File: config.mk
export PLATFORM = sky130hd
export DESIGN_NAME = lhm_link_monitor
export DESIGN_NICKNAME = d
export VERILOG_FILES = /design/src/rtl/lhm_pkg.sv /design/src/rtl/lhm_crc_chk.sv /design/src/rtl/lhm_fail_cnt.sv /design/src/rtl/lhm_stream_wdog.sv /design/src/rtl/lhm_link_monitor.sv
export SDC_FILE = /design/constraint.sdc
export NUM_CORES = 1
export LEC_CHECK = 0
export BUFFER_PORTS_ARGS = -buffer_cell sky130_fd_sc_hd__buf_2
export CAP_MARGIN = 10
export CORE_MARGIN = 5
export CORE_UTILIZATION = 38
export CTS_CLUSTER_SIZE = 25
export DETAILED_ROUTE_END_ITERATION = 8
export PLACE_DENSITY_LB_ADDON = 0.08
export SLEW_MARGIN = 20
export SYNTH_ARGS = -nofsm -noshare
export SYNTH_HDL_FRONTEND = slang
export SYNTH_SLANG_ARGS = --single-unit
File: constraint.sdc
create_clock -name clk_i -period 6.4 [get_ports clk_i]
set_clock_uncertainty 0.2 [all_clocks]
set_input_delay 0.64 -clock clk_i [delete_from_list [all_inputs] [get_ports clk_i]]
set_output_delay 0.64 -clock clk_i [all_outputs]
set_load 0.02 [all_outputs]
File: src/rtl/lhm_pkg.sv
package lhm_pkg;
  localparam int unsigned NUM_DIR   = 2;
  localparam int unsigned CRC_W     = 8;
  localparam logic [7:0]  CRC_POLY  = 8'h07;
  localparam int unsigned FLAG_W    = NUM_DIR + 1;
  localparam int unsigned FLAG_COM  = 0;
  localparam int unsigned FLAG_CRC0 = 1;
endpackage

File: src/rtl/lhm_crc_chk.sv
module lhm_crc_chk #(
  parameter int unsigned PAYLOAD_W = 16
) (
  input  logic                 clk_i,
  input  logic                 rst_ni,
  input  logic                 hard_rst_i,
  input  logic                 vld_i,
  input  logic [PAYLOAD_W-1:0] data_i,
  input  logic [7:0]           crc_i,
  output logic                 good_o,
  output logic                 bad_o,
  output logic                 acc_vld_o,
  output logic [PAYLOAD_W-1:0] acc_data_o
);
  import lhm_pkg::*;

  logic [7:0] crc_calc;

  // serial LFSR unrolled over the payload, MSB first
  always_comb begin
    logic fb;
    crc_calc = '0;
    for (int i = PAYLOAD_W - 1; i >= 0; i--) begin
      fb       = crc_calc[7] ^ data_i[i];
      crc_calc = {crc_calc[6:0], 1'b0} ^ (fb ? CRC_POLY : 8'h00);
    end
  end

  assign good_o = vld_i && (crc_calc == crc_i);
  assign bad_o  = vld_i && (crc_calc != crc_i);

  always_ff @(posedge clk_i or negedge rst_ni) begin
    if (!rst_ni) begin
      acc_vld_o  <= 1'b0;
      acc_data_o <= '0;
    end else if (hard_rst_i) begin
      acc_vld_o  <= 1'b0;
      acc_data_o <= '0;
    end else begin
      acc_vld_o <= good_o;
      if (good_o) acc_data_o <= data_i;
    end
  end
endmodule

File: src/rtl/lhm_fail_cnt.sv
module lhm_fail_cnt #(
  parameter int unsigned FAIL_LIMIT = 6
) (
  input  logic clk_i,
  input  logic rst_ni,
  input  logic hard_rst_i,
  input  logic good_i,
  input  logic bad_i,
  output logic flag_o
);
  localparam int unsigned CNT_W = $clog2(FAIL_LIMIT + 1);
  localparam logic [CNT_W-1:0] LIM    = CNT_W'(FAIL_LIMIT);
  localparam logic [CNT_W-1:0] LIM_M1 = CNT_W'(FAIL_LIMIT - 1);

  logic [CNT_W-1:0] cnt_q;

  always_ff @(posedge clk_i or negedge rst_ni) begin
    if (!rst_ni) begin
      cnt_q  <= '0;
      flag_o <= 1'b0;
    end else if (hard_rst_i) begin
      cnt_q  <= '0;
      flag_o <= 1'b0;
    end else if (good_i) begin
      cnt_q <= '0;
    end else if (bad_i && cnt_q != LIM) begin
      cnt_q <= cnt_q + 1'b1;
      if (cnt_q == LIM_M1) flag_o <= 1'b1;
    end
  end
endmodule

File: src/rtl/lhm_stream_wdog.sv
module lhm_stream_wdog #(
  parameter int unsigned TIMEOUT_TICKS = 100,
  parameter int unsigned STARTUP_TICKS = 400
) (
  input  logic clk_i,
  input  logic rst_ni,
  input  logic hard_rst_i,
  input  logic tick_i,
  input  logic good_i,
  output logic flag_o
);
  localparam int unsigned MAX_T = (TIMEOUT_TICKS > STARTUP_TICKS) ? TIMEOUT_TICKS : STARTUP_TICKS;
  localparam int unsigned CNT_W = $clog2(MAX_T + 1);
  localparam logic [CNT_W-1:0] TO_M1 = CNT_W'(TIMEOUT_TICKS - 1);
  localparam logic [CNT_W-1:0] ST_M1 = CNT_W'(STARTUP_TICKS - 1);

  logic [CNT_W-1:0] cnt_q;
  logic             startup_q;
  logic [CNT_W-1:0] last_cnt;

  assign last_cnt = startup_q ? ST_M1 : TO_M1;

  always_ff @(posedge clk_i or negedge rst_ni) begin
    if (!rst_ni) begin
      cnt_q     <= '0;
      startup_q <= 1'b1;
      flag_o    <= 1'b0;
    end else if (hard_rst_i) begin
      cnt_q     <= '0;
      startup_q <= 1'b1;
      flag_o    <= 1'b0;
    end else if (!flag_o) begin
      if (good_i) begin
        cnt_q     <= '0;
        startup_q <= 1'b0;
      end else if (tick_i) begin
        if (cnt_q == last_cnt) flag_o <= 1'b1;
        else                   cnt_q  <= cnt_q + 1'b1;
      end
    end
  end
endmodule

File: src/rtl/lhm_link_monitor.sv
module lhm_link_monitor #(
  parameter int unsigned PAYLOAD_W     = 16,
  parameter int unsigned FAIL_LIMIT    = 6,
  parameter int unsigned TIMEOUT_TICKS = 100,
  parameter int unsigned STARTUP_TICKS = 400
) (
  input  logic                   clk_i,
  input  logic                   rst_ni,
  input  logic                   hard_rst_i,
  input  logic                   tick_i,
  input  logic [1:0]             frm_vld_i,
  input  logic [2*PAYLOAD_W-1:0] frm_data_i,
  input  logic [15:0]            frm_crc_i,
  input  logic [2:0]             flt_en_i,
  output logic [2:0]             flags_o,
  output logic                   fault_o,
  output logic [1:0]             acc_vld_o,
  output logic [2*PAYLOAD_W-1:0] acc_data_o
);
  import lhm_pkg::*;

  logic [NUM_DIR-1:0] good, bad;

  for (genvar d = 0; d < NUM_DIR; d++) begin : g_dir
    lhm_crc_chk #(.PAYLOAD_W(PAYLOAD_W)) u_crc (
      .clk_i      (clk_i),
      .rst_ni     (rst_ni),
      .hard_rst_i (hard_rst_i),
      .vld_i      (frm_vld_i[d]),
      .data_i     (frm_data_i[d*PAYLOAD_W +: PAYLOAD_W]),
      .crc_i      (frm_crc_i[d*CRC_W +: CRC_W]),
      .good_o     (good[d]),
      .bad_o      (bad[d]),
      .acc_vld_o  (acc_vld_o[d]),
      .acc_data_o (acc_data_o[d*PAYLOAD_W +: PAYLOAD_W])
    );

    lhm_fail_cnt #(.FAIL_LIMIT(FAIL_LIMIT)) u_fail (
      .clk_i      (clk_i),
      .rst_ni     (rst_ni),
      .hard_rst_i (hard_rst_i),
      .good_i     (good[d]),
      .bad_i      (bad[d]),
      .flag_o     (flags_o[FLAG_CRC0 + d])
    );
  end

  lhm_stream_wdog #(
    .TIMEOUT_TICKS (TIMEOUT_TICKS),
    .STARTUP_TICKS (STARTUP_TICKS)
  ) u_wdog (
    .clk_i      (clk_i),
    .rst_ni     (rst_ni),
    .hard_rst_i (hard_rst_i),
    .tick_i     (tick_i),
    .good_i     (good[0]),
    .flag_o     (flags_o[FLAG_COM])
  );

  assign fault_o = |(flags_o & flt_en_i);
endmodule

==> results of run 1 <==
==> area by class of cell <==
class | count | area [um2] | share of cell area
Inverter | 10 | 37.5 | 0.00882
Sequential cell | 53 | 1330 | 0.312
Timing Repair Buffer | 96 | 485 | 0.114
Tap cell | 129 | 161 | 0.0379
Clock buffer | 6 | 82.6 | 0.0194
Clock inverter | 2 | 13.8 | 0.00324
Multi-Input combinational cell | 272 | 2150 | 0.504
==> path summary, 6_finish.rpt <==
check	slack, ns	from	endpoint	cells after the start
worst max-delay path	2.87	frm_data_i[15]	g_dir[0].u_fail.cnt_q[2]$_DFFE_PN0P_	9
worst min-delay path	0.26	rst_ni	u_wdog.cnt_q[5]$_DFFE_PN0P_	2
worst max register to register	3.83	u_wdog.startup_q$_DFFE_PN1P_	u_wdog.cnt_q[3]$_DFFE_PN0P_	7
worst min register to register	0.32	u_wdog.startup_q$_DFFE_PN1P_	u_wdog.startup_q$_DFFE_PN1P_	2
max in group asynchronous	5.29	rst_ni	g_dir[1].u_fail.cnt_q[0]$_DFFE_PN0P_	2
min in group clk_i	0.32	u_wdog.startup_q$_DFFE_PN1P_	u_wdog.startup_q$_DFFE_PN1P_	2
==> kinds of logic after synthesis <==
group                    Yosys count
AND/OR/NAND/NOR                  136
AO/OA/AOI/OAI                     32
multiplexers                      38
XOR/XNOR                          59
flip-flops                        53
adder cells (fa/ha/maj)            7
buffers and inverters             32
==> metal layers <==
| layer | track usage | up-vias | routed length [um] |
|---|---|---|---|
| met2 | 0.273 | 66 | 4310 |
| met3 | 0.0342 | 6 | 423 |
| met5 | 0 | - | 0 |
| met1 | 0.201 | 1335 | 3990 |
| met4 | 0.0325 | 0 | 74 |
| li1 | - | 1389 | - |
==> power breakdown <==
part	switching [uW]	leakage (uW)	internal, uW
clock	119	0.0000512	88.2
combinational	118	0.00130	126
sequential	6.24	0.000732	341
total	243	0.00208	555
==> registers in the layout, indices dropped and copies added, names as in the netlist <==
name and flops:
u_wdog.startup_q 1, g_dir.u_fail.flag_o 2, u_wdog.cnt_q 9, g_dir.u_fail.cnt_q 6, u_wdog.flag_o 1, g_dir.u_crc.acc_data_o 32, g_dir.u_crc.acc_vld_o 2
==> stage by stage <==
stage	hold slack, ns	cell area [um2]	std cells	utilization	total power, uW
2_1_floorplan	0.144	3630	357	-	535
3_3_place_gp	0.282	4160	560	0.448	596
3_5_place_dp	0.305	4160	560	0.448	599
4_1_cts	0.280	4250	568	0.458	813
5_1_grt	0.315	4250	568	0.458	848
6_report	0.261	4250	568	0.458	798
==> critical path, delay by kind of cell <==
family,cells,cell delay [ns]
xor+xnor,2,0.69
buf+inv,2,0.51
mux,1,0.28
simple gates,4,1.39
==> cell usage in the layout, fill, tap and decap left out, types with 2 or more instances in the layout <==
| cell type | instances |
|---|---|
| buf_2 | 94 |
| dfrtp_1 | 52 |
| nand2_1 | 49 |
| mux2i_1 | 36 |
| xnor2_1 | 32 |
| nor2_1 | 29 |
| xnor3_1 | 15 |
| nand3_1 | 13 |
| a31oi_1 | 10 |
| inv_1 | 9 |
| xor2_1 | 9 |
| nand4_1 | 7 |
| ha_1 | 7 |
| o21ai_0 | 6 |
| and2_1 | 6 |
| nor3_1 | 6 |
| clkbuf_8 | 6 |
| a21oi_1 | 5 |
| or4b_1 | 4 |
| and3_1 | 3 |
| mux2_2 | 2 |
| nand4bb_1 | 2 |
| a22oi_1 | 2 |
| nand2b_1 | 2 |
| nor4_1 | 2 |
| nor2b_1 | 2 |
| and4_1 | 2 |
| buf_4 | 2 |
==> results.sh, run 1 <==
export IMPL_cp_required_ns=6.40
export IMPL_core_mm2=0.00928
export IMPL_clock_sinks=53
export IMPL_fmax_ghz=0.283
export IMPL_drive_gt1_frac=0.262
export IMPL_fin_crit_sh=0.552
export IMPL_synth_xor_area_share=0.210
export IMPL_critPathKind="in -> reg"
export IMPL_grt_antenna_before_repair=0
export IMPL_area_growth_pct=17.2
export IMPL_setup_violations=0
export IMPL_wl_per_cell_um=15.5
export IMPL_slowest_stage="or4b_1"
export IMPL_chipHeight_um=108
export IMPL_end_kind="flop"
export IMPL_cts_root_buffer="clkbuf_8"
export IMPL_cts_resized=0
export IMPL_hold_class="in -> async"
export IMPL_start_util=0.391
export IMPL_io_buffers=94
export IMPL_grt_overflow_total=0
export IMPL_die_x_um=108
export IMPL_power_per_cell_area_mw_per_mm2=188
export IMPL_syn_num_nets=421
export IMPL_critPathMaxStageDelay_ns=0.56
export IMPL_cts_buffers=5
export IMPL_synth_compound_area_frac=0.0589
export IMPL_start_kind="input port"
export IMPL_fin_ws_ns=2.87
export IMPL_postSynthAreaPerCell_um2=10.2
export IMPL_cts_setup_buffers=0
export IMPL_yosysWarnings=0
export IMPL_grt_setup_unrepaired="no"
export IMPL_grt_pass1_vias=2921
export IMPL_synth_top_family_by_area="XOR/XNOR gates"
export IMPL_grt_max_degree=54
export IMPL_wirelength_mm=8.80
export IMPL_synthTopCellsByArea="dfrtp_1 (36%), mux2i_1 (9.9%), xnor3_1 (9.3%)"
export IMPL_synth_top_cells_by_count="dfrtp_1 (52), nand2_1 (49), mux2i_1 (36)"
export IMPL_synthAdderAreaFrac=0.0241
export IMPL_drv_cap=0
export IMPL_dpl_hpwl_mm=6.65
export IMPL_netlist_area_mm2=0.00363
export IMPL_layout_nets=502
export IMPL_synth_cell_types=52
export IMPL_nFillCells=952
export IMPL_synth_simple_gate_area_frac=0.193
export IMPL_synthArstFlopShare=1.00
export IMPL_path_max_fanout=17
export IMPL_vias=2796
export IMPL_muxShareOfSynthArea=0.105
export IMPL_die_area_mm2=0.0116
export IMPL_drc=0
export IMPL_insertion_delay_ns=0.31
export IMPL_synth_top_area_frac=0.358
export IMPL_finalMaxSlewViolations=0
export IMPL_synth_most_common_cell="dfrtp_1"
export IMPL_hold_viol=0
export IMPL_firstDrtPassIters=4
export IMPL_crit_arrival_ns=3.54
export IMPL_rows=35
export IMPL_leakagePower_uw=0.00208
export IMPL_cts_htree_levels=2
export IMPL_drt_initial_drc_count=52
export IMPL_relSlewSlack=0.304
export IMPL_cts_tree="yes"
export IMPL_via_per_inst=4.92
export IMPL_globalplace_congestion=0.762
export IMPL_cts_hold_buf=0
export IMPL_io_pins=95
export IMPL_yosys_register_bits=53
export IMPL_yosysSeqAreaShare=0.366
export IMPL_synth_cells=357
export IMPL_insertedDiodeCount=0
export IMPL_pre_cts_ws_ns=2.54
export IMPL_ir_worst_vdd_uv=87.9
export IMPL_track_usage=0.157
export IMPL_clkTransAtPathRegs_ns=0.10
export IMPL_synth_edff_count=0
export IMPL_grt_pass1_wl_mm=14.7
export IMPL_yosysTopAreaCell="dfrtp_1"
export IMPL_synth_main_ff_cell="dfrtp_1"
export IMPL_outcome="finished, final reports clean"
export IMPL_antenna_left=0
export IMPL_clockBufferDepth=2
export IMPL_tightest_slew_ns=1.04
export IMPL_fin_setup_tns_ns=0
export IMPL_crit_chain="buf_2 > xor3_2 > xnor3_1 > or4b_1 > and2_4 > nor4b_4 > buf_4 > nor3b_1 > mux2_2"
export IMPL_period_minus_slack_ns=3.53
Power figures use the tool's default switching activity.
==> inputs of run 2 (changes only) <==
clock period = 3.29 ns   (was 6.4 ns; I/O delays follow)
==> run 2 against run 1 <==
- critical path type unchanged
- via count up 1.1%
- combinational power up 97%
- register-to-register slack worse by 3.0 ns
- sequential power up 95%
- largest power group unchanged
- global-route usage down 0.25 points
- setup slack worse by 2.4 ns
- critical endpoint unchanged
- sequential share of layout area down 0.60 points
==> results.sh, run 2 (synthesized netlist as in run 1, its figures left out) <==
export IMPL_outcome="finished, final reports clean"
export IMPL_r2r_setup_slack_ns=0.81
export IMPL_min_to="g_dir[1].u_crc.acc_data_o[3]$_DFFE_PN0P_"
export IMPL_area_growth_pct=19.5
export IMPL_fin_ws_ns=0.488
export IMPL_grt_antenna_before_repair=0
export IMPL_tightest_slew_ns=0.832
export IMPL_critPathKind="in -> reg"
export IMPL_layout_common_cells="buf_2 (94), dfrtp_1 (52), nand2_1 (49)"
export IMPL_cts_tree="yes"
export IMPL_globalplace_congestion=0.801
export IMPL_cts_htree_levels=2
export IMPL_timing_rr_start="u_wdog.startup_q$_DFFE_PN1P_"
export IMPL_die_x_um=108
export IMPL_antenna_left=0
export IMPL_firstDrtPassIters=4
export IMPL_grt_pass1_vias=2829
export IMPL_cts_root_buffer="clkbuf_8"
export IMPL_path_max_fanout=5
export IMPL_finalMaxSlewViolations=0
export IMPL_track_usage=0.155
export IMPL_wirelength_mm=8.85
export IMPL_largest_reg_flops=32
export IMPL_cts_buffers=5
export IMPL_via_per_inst=4.92
export IMPL_mostFrequentLayoutCell="buf_2"
export IMPL_die_area_mm2=0.0116
export IMPL_dp_cells=565
export IMPL_cts_setup_buffers=0
export IMPL_period_minus_slack_ns=2.80
export IMPL_relSlewSlack=0.446
export IMPL_insertion_delay_ns=0.31
export IMPL_r2r_end="u_wdog.cnt_q[3]$_DFFE_PN0P_"
export IMPL_fin_setup_tns_ns=0
export IMPL_fmax_ghz=0.357
export IMPL_end_kind="flop"
export IMPL_clkTransAtPathRegs_ns=0.10
export IMPL_grt_setup_unrepaired="no"
export IMPL_wl_per_cell_um=15.4
export IMPL_layout_nets=508
export IMPL_io_buffers=94
export IMPL_vias=2826
export IMPL_nFillCells=915
export IMPL_largest_register="g_dir.u_crc.acc_data_o"
export IMPL_clock_sinks=53
export IMPL_hold_class="in -> reg"
export IMPL_grt_max_degree=38
export IMPL_drive_gt1_frac=0.270
export IMPL_insertedDiodeCount=0
export IMPL_crit_arrival_ns=2.81
export IMPL_io_pins=95
export IMPL_min_from="frm_data_i[19]"
export IMPL_top_regs="g_dir.u_crc.acc_data_o x32, u_wdog.cnt_q x9, g_dir.u_fail.cnt_q x6"
export IMPL_drc=0
export IMPL_leakagePower_uw=0.00212
export IMPL_power_per_cell_area_mw_per_mm2=377
export IMPL_cp_required_ns=3.30
export IMPL_core_mm2=0.00928
export IMPL_grt_pass1_wl_mm=14.3
export IMPL_fin_crit_sh=0.852
export IMPL_drv_cap=0
export IMPL_grt_overflow_total=0
export IMPL_ir_worst_vdd_uv=180
export IMPL_hold_viol=0
export IMPL_setup_violations=0
export IMPL_dpl_hpwl_mm=6.73
export IMPL_rows=35
export IMPL_drt_initial_drc_count=86
export IMPL_finalNonFillerCells=574
export IMPL_min_path_cells=3
export IMPL_start_util=0.391
export IMPL_start_kind="input port"
export IMPL_clockBufferDepth=2
export IMPL_chipHeight_um=108
export IMPL_pre_cts_ws_ns=0.147
export IMPL_ff2ff_path_depth=7
## run 2: report_power, final
group          internal, uW  switching, uW  leakage, uW
combinational           248            231      0.00133
clock                   248            234    0.0000574
sequential              663           12.3     0.000732
total                  1160            478      0.00212
## run 2: area by class of cell
class / count / area (um2) / area share
multi-input combinational: 272 / 2150 / 0.495
sequential: 53 / 1330 / 0.306
timing repair buffer: 102 / 546 / 0.126
tap: 129 / 161 / 0.0372
clock buffer: 6 / 82.6 / 0.0190
clock inverter: 2 / 37.5 / 0.00865
inverter: 10 / 37.5 / 0.00865
## run 2: timing repair
action                                  4_1_cts  5_1_grt
resized for setup                             0        0
endpoints found under the setup margin        0        0
endpoints found under the hold margin        33        0
hold buffers                                  1        0
## run 2: worst max-delay path by stage
stage                   start  slack, ns                                    to  depth (start not counted)
2_1_floorplan  frm_data_i[15]       0.40  g_dir[0].u_fail.cnt_q[2]$_DFFE_PN0P_                          7
3_3_place_gp   frm_data_i[15]       0.19  g_dir[0].u_fail.cnt_q[2]$_DFFE_PN0P_                          8
3_5_place_dp   frm_data_i[15]       0.15  g_dir[0].u_fail.cnt_q[2]$_DFFE_PN0P_                          8
4_1_cts        frm_data_i[15]       0.49  g_dir[0].u_fail.cnt_q[2]$_DFFE_PN0P_                          8
5_1_grt        frm_data_i[15]       0.45  g_dir[0].u_fail.cnt_q[2]$_DFFE_PN0P_                          8
6_report       frm_data_i[15]       0.49  g_dir[0].u_fail.cnt_q[2]$_DFFE_PN0P_                          8
## run 2: routing by layer
layer / track usage / wire [um] / up-vias
met4: 0.0370 / 88 / 0
li1: - / - / 1405
met1: 0.208 / 4100 / 1347
met2: 0.255 / 4230 / 67
met3: 0.0324 / 428 / 7
met5: 0 / 0 / -
## run 2: worst max-delay path: stages
cell,delay [ns]
buf_2,0.12
xor3_2,0.47
xnor3_1,0.21
or4b_1,0.55
and2_4,0.19
o41a_1,0.49
nand2_1,0.12
mux2_2,0.32
## run 2: stage by stage
step	util	power, uW	hold slack (ns)	instance area (um2)
detailed placement	0.453	1170	0.287	4210
global placement	0.453	1160	0.271	4210
CTS	0.467	1660	0.0538	4340
floorplan	-	1040	-0.167	3630
global route	0.467	1730	0.0557	4340
finish	0.467	1640	0.0618	4340
==> inputs of run 3 (changes only) <==
SYNTH_HIERARCHICAL = 1   (was default)
==> run 3 against run 2 <==
- critical path depth up 2
- first-iteration DRC count up 58%
- synthesized area up 3.0%
- die area up 2.7%
- register-to-register slack better by 0.47 ns
- non-clock buffer count up 2
- total power up 2.2%
- routed wire length up 0.87%
- clock power down 3%
- largest cell class unchanged
- largest power group unchanged
==> results.sh, run 3 <==
export IMPL_cts_htree_levels=2
export IMPL_largest_register="g_dir.u_crc/acc_data_o"
export IMPL_firstDrtPassIters=4
export IMPL_slowest_stage="a21oi_1"
export IMPL_end_kind="flop"
export IMPL_antenna_left=0
export IMPL_grt_pass1_vias=2980
export IMPL_chipHeight_um=109
export IMPL_grt_max_degree=54
export IMPL_crit_chain="buf_2 > xnor2_1 > xnor2_1 > xnor3_1 > and3_1 > o211ai_2 > nor2_1 > a21oi_1 > o311ai_0 > o31ai_1"
export IMPL_multiInputGateArea_mm2=0.00223
export IMPL_ir_worst_vdd_uv=170
export IMPL_synth_top_cells_by_count="dfrtp_1 (52), nand2b_1 (32), xnor2_1 (31)"
export IMPL_critPathMaxStageDelay_ns=0.58
export IMPL_vias=2940
export IMPL_r2r_end="u_wdog/cnt_q[4]$_DFFE_PN0P_"
export IMPL_synth_edff_count=0
export IMPL_critPathKind="in -> reg"
export IMPL_synth_top_area_frac=0.348
export IMPL_fmax_ghz=0.341
export IMPL_layout_nets=514
export IMPL_nFillCells=974
export IMPL_synth_main_ff_cell="dfrtp_1"
export IMPL_r2r_setup_slack_ns=1.28
export IMPL_grt_pass1_wl_mm=14.6
export IMPL_io_pins=95
export IMPL_crit_arrival_ns=2.96
export IMPL_largest_reg_flops=32
export IMPL_cp_required_ns=3.31
export IMPL_grt_setup_unrepaired="no"
export IMPL_synth_cells=356
export IMPL_yosysWarnings=6
export IMPL_min_from="frm_data_i[17]"
export IMPL_grt_antenna_before_repair=0
export IMPL_start_kind="input port"
export IMPL_rows=36
export IMPL_cts_resized=0
export IMPL_wirelength_mm=8.93
export IMPL_min_path_cells=3
export IMPL_clkTransAtPathRegs_ns=0.11
export IMPL_outcome="finished, final reports clean"
export IMPL_track_usage=0.154
export IMPL_tightest_slew_ns=0.703
export IMPL_path_max_fanout=9
export IMPL_yosys_register_bits=53
export IMPL_netlist_area_mm2=0.00374
export IMPL_layout_common_cells="buf_2 (94), dfrtp_1 (52), nand2b_1 (32)"
export IMPL_cpLargestDelayFamily="compound AO/OA/AOI/OAI gates"
export IMPL_synthTopCellsByArea="dfrtp_1 (35%), xnor2_1 (7.3%), xnor3_1 (7.2%)"
export IMPL_dpl_hpwl_mm=6.70
export IMPL_area_growth_pct=18.5
export IMPL_cts_root_buffer="clkbuf_8"
export IMPL_insertedDiodeCount=0
export IMPL_die_area_mm2=0.0119
export IMPL_ff_latch_area_mm2=0.00133
export IMPL_core_mm2=0.00968
export IMPL_cp_num_buf_inv=1
export IMPL_period_minus_slack_ns=2.94
export IMPL_synth_most_common_cell="dfrtp_1"
export IMPL_clockBufferDepth=2
export IMPL_grt_overflow_total=0
export IMPL_clock_sinks=53
export IMPL_finalMaxSlewViolations=0
export IMPL_postSynthAreaPerCell_um2=10.5
export IMPL_cts_tree="yes"
export IMPL_synth_cell_types=60
export IMPL_dp_cells=575
export IMPL_start_util=0.386
export IMPL_timing_rr_start="u_wdog/cnt_q[0]$_DFFE_PN0P_"
export IMPL_via_per_inst=5.03
export IMPL_globalplace_congestion=0.769
export IMPL_synthArstFlopShare=1.00
export IMPL_cp_common_cell="xnor2_1"
export IMPL_hold_class="in -> reg"
export IMPL_min_to="g_dir[1].u_crc/acc_data_o[1]$_DFFE_PN0P_"
export IMPL_ff2ff_path_depth=6
export IMPL_leakagePower_uw=0.00223
export IMPL_drt_initial_drc_count=136
export IMPL_io_buffers=94
export IMPL_syn_num_nets=420
export IMPL_setup_violations=0
export IMPL_top_regs="g_dir.u_crc/acc_data_o x32, u_wdog/cnt_q x9, g_dir.u_fail/cnt_q x6"
export IMPL_yosysSeqAreaShare=0.355
export IMPL_wl_per_cell_um=15.3
export IMPL_hold_viol=0
export IMPL_insertion_delay_ns=0.31
export IMPL_drv_cap=0
export IMPL_power_per_cell_area_mw_per_mm2=378
export IMPL_fin_setup_tns_ns=0
export IMPL_fin_crit_sh=0.892
export IMPL_drc=0
export IMPL_final_util=0.457
export IMPL_finalNonFillerCells=584
export IMPL_mostFrequentLayoutCell="buf_2"
export IMPL_yosysTopAreaCell="dfrtp_1"
export IMPL_cts_buffers=5
export IMPL_die_x_um=109
export IMPL_relSlewSlack=0.531
export IMPL_drive_gt1_frac=0.293
run 3: changes by cell type after synthesis, sizes merged, moves of 8 or more:
cell,delta
nor2,-21
nand2,-32
nand4,+12
nand2b,+30
o21ai,+17
mux2i,-16
clkbuf,-8
a21oi,+16
run 3: where the power goes:
group / switching (uW) / internal (uW)
sequential: 9.91 / 662
combinational: 276 / 257
clock: 235 / 232
run 3: layout make-up:
type	instances	share of cell area
Clock buffer	5	0.0155
Clock inverter	3	0.0110
Inverter	12	0.0102
Multi-Input combinational cell	274	0.502
Sequential cell	53	0.300
Tap cell	133	0.0376
Timing Repair Buffer	104	0.124
run 3: kinds of logic after synthesis:
| kind of cell | Yosys count | share of synthesized area |
|---|---|---|
| simple gates | 114 | 0.178 |
| compound gates | 69 | 0.119 |
| xor+xnor | 64 | 0.221 |
| flops | 53 | 0.355 |
| buf+inv | 29 | 0.0495 |
| mux | 20 | 0.0535 |
| fa+ha+maj | 7 | 0.0234 |
run 3: repair_timing:
action / CTS / global route
endpoints found under the hold margin: 52 / 0
setup buffers: 0 / 0
hold buffers: 1 / 0
run 3: worst register-to-register path, cell delays in order (launching register included):
cell,delay [ns]
dfrtp_1,0.40
ha_1,0.15
inv_1,0.10
a2111o_1,0.37
o21ba_2,0.30
and2_1,0.17
a32o_1,0.21
run 3: worst max-delay path by stage:
| stage | start | to | slack (ns) | depth (start not counted) |
|---|---|---|---|---|
| 2_1_floorplan | frm_data_i[9] | u_wdog/cnt_q[4]$_DFFE_PN0P_ | 0.04 | 9 |
| 3_3_place_gp | frm_data_i[11] | u_wdog/cnt_q[5]$_DFFE_PN0P_ | 0.10 | 10 |
| 3_5_place_dp | frm_data_i[11] | u_wdog/cnt_q[5]$_DFFE_PN0P_ | 0.03 | 10 |
| 4_1_cts | frm_data_i[11] | u_wdog/cnt_q[5]$_DFFE_PN0P_ | 0.36 | 10 |
| 5_1_grt | frm_data_i[11] | u_wdog/cnt_q[7]$_DFFE_PN0P_ | 0.18 | 11 |
| 6_report | frm_data_i[11] | u_wdog/cnt_q[5]$_DFFE_PN0P_ | 0.35 | 10 |
run 3: layer usage:
metal | up-vias | wire (um) | track usage
met5 | - | 0 | 0
met4 | 0 | 70 | 0.0338
met3 | 5 | 557 | 0.0332
met2 | 75 | 4270 | 0.254
met1 | 1410 | 4030 | 0.207
li1 | 1450 | - | -
run 3: per-stage QoR:
step	total power (uW)	area [um2]	hold slack (ns)	setup WS [ns]
finish	1670	4430	0.0789	0.354
global route	1770	4430	0.0710	0.185
CTS	1700	4430	0.0712	0.359
detailed placement	1220	4300	0.304	0.0339
global placement	1220	4300	0.304	0.101
floorplan	1090	3740	-0.167	0.0403
